### src/rtl/llsc_monitor.sv
module llsc_monitor #(
  parameter int ADDR_W      = 32,
  parameter int DATA_W      = 32,
  parameter int BLOCK_BYTES = 16
) (
  input  logic              clk,
  input  logic              rst_n,
  input  logic [1:0]        req_op,
  input  logic [ADDR_W-1:0] req_addr,
  input  logic [DATA_W-1:0] req_wdata,
  input  logic              inv_valid,
  input  logic [ADDR_W-1:0] inv_addr,
  input  logic              ctx_switch,
  output logic              mem_rd_en,
  output logic              mem_wr_en,
  output logic [ADDR_W-1:0] mem_addr,
  output logic [DATA_W-1:0] mem_wdata,
  input  logic [DATA_W-1:0] mem_rdata,
  output logic              rsp_valid,
  output logic [DATA_W-1:0] rsp_data
);
  localparam int OFF_W = $clog2(BLOCK_BYTES);
  localparam logic [1:0] OP_LL = 2'b01;
  localparam logic [1:0] OP_SC = 2'b10;

  logic              link_valid;
  logic [ADDR_W-1:0] link_addr;

  wire is_ll   = (req_op == OP_LL);
  wire is_sc   = (req_op == OP_SC);
  wire inv_hit = inv_valid && ((inv_addr >> OFF_W) == (link_addr >> OFF_W));
  wire broken  = ctx_switch || inv_hit;
  wire sc_ok   = is_sc && link_valid && (link_addr == req_addr) && !broken;

  assign mem_rd_en = is_ll;
  assign mem_wr_en = sc_ok;
  assign mem_addr  = req_addr;
  assign mem_wdata = req_wdata;

  always_ff @(posedge clk) begin
    if (!rst_n) begin
      link_valid <= 1'b0;
      link_addr  <= '0;
    end else if (is_ll) begin
      link_valid <= 1'b1;
      link_addr  <= req_addr;
    end else if (is_sc || broken) begin
      link_valid <= 1'b0;
    end
  end

  always_ff @(posedge clk) begin
    if (!rst_n) begin
      rsp_valid <= 1'b0;
      rsp_data  <= '0;
    end else begin
      rsp_valid <= is_ll || is_sc;
      rsp_data  <= is_ll ? mem_rdata : DATA_W'(sc_ok);
    end
  end

  assert_ll_reserves_R2: assert property (@(posedge clk) disable iff (!rst_n)
    (req_op == OP_LL) |=> (link_valid && link_addr == $past(req_addr)));

  assert_sc_write_ack_R3: assert property (@(posedge clk) disable iff (!rst_n)
    mem_wr_en |=> (rsp_valid && rsp_data == DATA_W'(1)));

  assert_sc_quiet_fail_R4: assert property (@(posedge clk) disable iff (!rst_n)
    ((req_op == OP_SC) && !mem_wr_en) |=> (rsp_valid && rsp_data == '0));

  assert_sc_consumes_R5: assert property (@(posedge clk) disable iff (!rst_n)
    mem_wr_en |=> !mem_wr_en);

  assert_ctx_clears_R6: assert property (@(posedge clk) disable iff (!rst_n)
    (ctx_switch && req_op != OP_LL) |=> !mem_wr_en);

  assert_no_rd_wr_clash_R4: assert property (@(posedge clk) disable iff (!rst_n)
    !(mem_rd_en && mem_wr_en));

  assert_idle_no_rsp_R9: assert property (@(posedge clk) disable iff (!rst_n)
    (req_op == 2'b11 || req_op == 2'b00) |=> !rsp_valid);
endmodule

### config.mk
export PLATFORM = sky130hd
export DESIGN_NAME = llsc_monitor
export DESIGN_NICKNAME = d
export VERILOG_FILES = /design/src/rtl/llsc_monitor.sv
export SDC_FILE = /design/constraint.sdc
export NUM_CORES = 1
export LEC_CHECK = 0
export ABC_CLOCK_PERIOD_IN_PS = 2100
export BUFFER_PORTS_ARGS = -buffer_cell sky130_fd_sc_hd__buf_4
export CAP_MARGIN = 40
export CORE_ASPECT_RATIO = 1.75
export CORE_MARGIN = 5
export CORE_UTILIZATION = 43
export CTS_BUF_LIST = sky130_fd_sc_hd__clkbuf_4
export CTS_CLUSTER_SIZE = 12
export DETAILED_ROUTE_END_ITERATION = 7
export HOLD_SLACK_MARGIN = 0.03
export PLACE_DENSITY = 0.86
export SLEW_MARGIN = 10
export SYNTH_ARGS = -nofsm -noshare
export SYNTH_HDL_FRONTEND = slang
export SYNTH_SLANG_ARGS = --single-unit
### constraint.sdc
create_clock -name clk -period 2.1 [get_ports clk]
set_clock_uncertainty 0.2 [all_clocks]
set_input_delay 0.105 -clock clk [delete_from_list [all_inputs] [get_ports clk]]
set_output_delay 0.105 -clock clk [all_outputs]
set_load 0.02 [all_outputs]
==> results by stage <==
Critical path:
- In this run the worst setup path begins at link_addr[19]$_SDFFE_PN0P_.
- The worst reg-to-reg path cell count is 5.
- The worst register-to-register path ends at rsp_data[0]$_SDFF_PN0_.
- The required time of the critical path is 1.79 ns.
- The kind of critical path is register to output pin.
- The worst setup path is launched from a register.
- The critical register-to-register path startpoint is link_addr[28]$_SDFFE_PN0P_.
- The largest fanout on the critical path is 3.
- The critical path ends at mem_wr_en.
- The sort of element at the end of the critical path is an output pin.
- For the worst setup path, the data arrival time is 2.05 ns.
- Across all register-to-register paths, the minimum setup slack is 0.06 ns.

Floorplanning:
- The initial utilization of the core area, before any placement, comes to 0.438.
- The count of pins on the block boundary is 233.
- The die footprint is 9950 µm².
- The number of rows created at floorplan is 43.
- The chip width is 77.6 µm.
- After floorplanning, the core was sized to cover 7860 µm².
- In this run the vertical extent of the chip is 128 µm.

Synthesis:
- In the synthesized netlist the dominant register cell turns out to be sky130_fd_sc_hd__dfxtp_1.
- The mean post-synth cell area is 9.76 µm².
- Synthesis inferred 66 register bits.
- The area of the mapped netlist is 3440 µm².
- Counting flops with an async set or reset pin after synthesis yields a share of 0.
- For this run, the number of Yosys warnings is 0.
- Of the total synthesized cell area, the portion taken by full adders, half adders and majority gates is 0.00728.
- The xor-xnor portion of the synthesized cell area is 0.157.
- For this run, the register share of the synthesized area comes to 0.384.
- The fraction of the mapped netlist area in compound gates was 0.00546.
- The synthesized-area fraction occupied by and/or/nand/nor cells is 0.193.
- The count of mapped cells out of synthesis is 352.
- After synthesis, the largest family of logic cells by area is simple AND/OR/NAND/NOR gates.
- The portion of synthesized area spent on multiplexers is 0.0932.
- The number of library cell types mapped by synthesis is 28.
- The number of enable-type register cells in the synthesized netlist is 0.
- The synthesized netlist net count is 488.

Drt:
- The violation count after the first detailed-route iteration is 87.
- The final routed DRC violation total is 0.
- Once detail routing completed, the nets flagged for antenna violations numbered 0.
- The sum of routed wire length over all layers is 11.5 mm.
- The met2 routed wirelength is 6.39 mm.
- After detailed routing, the wire length on met1 is 3.81 mm.
- The wire length per cell after detailed routing is 17.5 µm.
- In the routed layout, each cell is associated on average with a via count of 4.86.
- The pre-antenna-repair detailed-routing pass consisted of 4 iterations.
- The sum of met3 wire segment lengths after detailed routing is 866 µm.
- Across all layers, the routed design uses 3,175 vias.
- The highest routed metal layer is met4.

Global route:
- The number of antenna violations at the first check in global routing was 2.
- The number of global-route vias before repair is 3,494.
- The first global-routing pass estimated 17.3 mm of wire.
- Across every metal layer, demand over resource in global routing totals 0.220.
- The maximum number of pins on one net before global-route repair is 68.
- The total grt overflow is 0.

Clock network:
- The H-tree was split into 3 levels.
- The clock passes through at most 2 buffers.
- The CTS buffer count is 9.
- The clock sink count is 66.
- The cell sitting at the root of the clock tree is a sky130_fd_sc_hd__clkbuf_4.
- The clock insertion delay at the later pin of the skew report is 0.41 ns.
- After clock tree synthesis, the clock-pin slew on the worst setup and hold paths is 0.12 ns.
- TritonCTS built the clock tree.

Power and ir drop:
- For this design the static power due to leakage is 0.00262 µW.
- The maximum vdd drop is 0.000562 V.
- The power density over cell area is 562 nW/µm².

STA:
- The count of endpoints failing setup in the final report is 1.
- In the post-route analysis, the smallest setup slack over all paths is -0.255 ns.
- The shortest period the worst path allows is 2.36 ns.
- Measured against its own limit, the worst slew margin works out to 0.629.
- The final max-slew violation count is 0.
- The worst hold margin is 0.0669 ns.
- After routing, the total negative slack on setup checks comes to -0.255 ns.
- Setup repair after global routing could not meet its margin everywhere.
- For the pin with the worst max-slew slack, the measured transition is 0.557 ns.
- The ratio of final minimum period to clock period is 1.12.
- For this run, the top clock speed supported by timing is 0.425 GHz.
- The hold violation count in the final report is 0.

Finish:
- The final design instance area without fill is 5620 µm².
- The leading cell type in the layout, fill and taps excluded is sky130_fd_sc_hd__buf_4.
- The share of layout cells above drive strength 1 is 0.376.
- The layout filler cell count is 538.
- In the layout the commonest cells are 170 x sky130_fd_sc_hd__buf_4, 100 x sky130_fd_sc_hd__dlygate4sd3_1, 62 x sky130_fd_sc_hd__dfxtp_1.
- The total number of nets in the final design is 692.
- The total area of sequential cells is 1330 µm².
- The combined area of the multi-input logic cells is 1690 µm².
- Measured on the finished design, the core utilization comes to 0.715.
- The area growth from synthesis to layout is 63.4%.

Placement:
- Input and output buffers added on the ports amount to 164.
- Once detailed placement completed, the half-perimeter wirelength came to 7.32 mm.
- The worst setup slack before clock tree synthesis is 0.00126 ns.
- The congestion estimate from routability-driven global placement came to 0.905.
- The placement-stage cell area is 4290 µm².

Outcome:
- The run finished, with violations left.
- The final reports fail on setup timing.

Job:
- Max-cap violations in this run came to 0.

Min path:
- The min-delay analysis places its worst path in the category input port to register.
-- area by class of cell --
cell class / count / share of cell area
antenna: 2 / 0.000891
clock buffer: 9 / 0.0120
clock inverter: 7 / 0.0183
inverter: 3 / 0.00201
multi-input combinational: 205 / 0.301
sequential: 66 / 0.237
tap: 90 / 0.0201
timing repair buffer: 271 / 0.409
-- worst min path at each step --
stage	startpoint	to	slack, ns	cells after the start
final	req_addr[13]	rsp_data[0]$_SDFF_PN0_	0.07	6
after detailed placement	req_wdata[20]	mem_wdata[20]	0.01	0
after global placement	req_wdata[20]	mem_wdata[20]	0.01	0
after CTS	req_addr[13]	rsp_data[0]$_SDFF_PN0_	0.03	6
after floorplan	mem_rdata[0]	rsp_data[0]$_SDFF_PN0_	0.05	2
after global routing	req_addr[21]	rsp_data[0]$_SDFF_PN0_	0.06	6
-- flip-flops by register name (all words and copies together) (netlist names) --
name        flops
rsp_data       32
rsp_valid       1
link_valid      1
link_addr      32
-- layer usage --
metal  vias to the layer above  global-route usage
li1                       1521                   -
met1                      1471               0.209
met2                       154               0.413
met3                        29              0.0724
met4                         0               0.104
met5                         -                   0
-- through the flow --
step                total power, µW  cells
floorplan                      1770    352
global placement               1940    532
detailed placement             1950    532
CTS                            3170    651
global route                   3280    653
finish                         3160    653
-- logic make-up after synthesis --
logic type,Yosys count
muxes,32
xor gates and xnor gates,60
AOI/OAI and AO/OA,3
buffers and inverters,81
adders and majority gates,2
DFF,66
and+or+nand+nor,108
-- synthesized netlist by cell type, types with 3 or more instances --
master,number,area share
sky130_fd_sc_hd__clkbuf_1,12,0.013
sky130_fd_sc_hd__dfxtp_1,66,0.38
sky130_fd_sc_hd__mux2i_1,32,0.093
sky130_fd_sc_hd__buf_4,64,0.14
sky130_fd_sc_hd__nor2b_1,33,0.060
sky130_fd_sc_hd__inv_1,3,0.0033
sky130_fd_sc_hd__and3_1,31,0.056
sky130_fd_sc_hd__nand3_1,5,0.0073
sky130_fd_sc_hd__nand4_1,8,0.015
sky130_fd_sc_hd__nor4_1,12,0.022
sky130_fd_sc_hd__nand2_1,6,0.0066
sky130_fd_sc_hd__nand2b_1,4,0.0073
sky130_fd_sc_hd__xnor2_1,21,0.054
sky130_fd_sc_hd__xor2_1,37,0.094
-- power by group --
part           switching [µW]  internal [µW]
sequential               40.4           1300
clock                     503            492
combinational             373            448
-- worst max-delay path: stages (launching register included) --
cell and delay (ns):
sky130_fd_sc_hd__dfxtp_1 0.36, sky130_fd_sc_hd__xor2_1 0.17, sky130_fd_sc_hd__nor4_2 0.34, sky130_fd_sc_hd__nand3_1 0.18, sky130_fd_sc_hd__o311ai_4 0.33, sky130_fd_sc_hd__nor4_2 0.09
sky130_fd_sc_hd__buf_4 0.17
-- timing repair --
action	in CTS	in global routing
hold buffers	100	0
buffers inserted	3	1
gates resized for setup	17	7
setup endpoints to repair	2	3
hold endpoints to repair	98	0
pin swaps	8	7
Power figures use the tool's default switching activity.
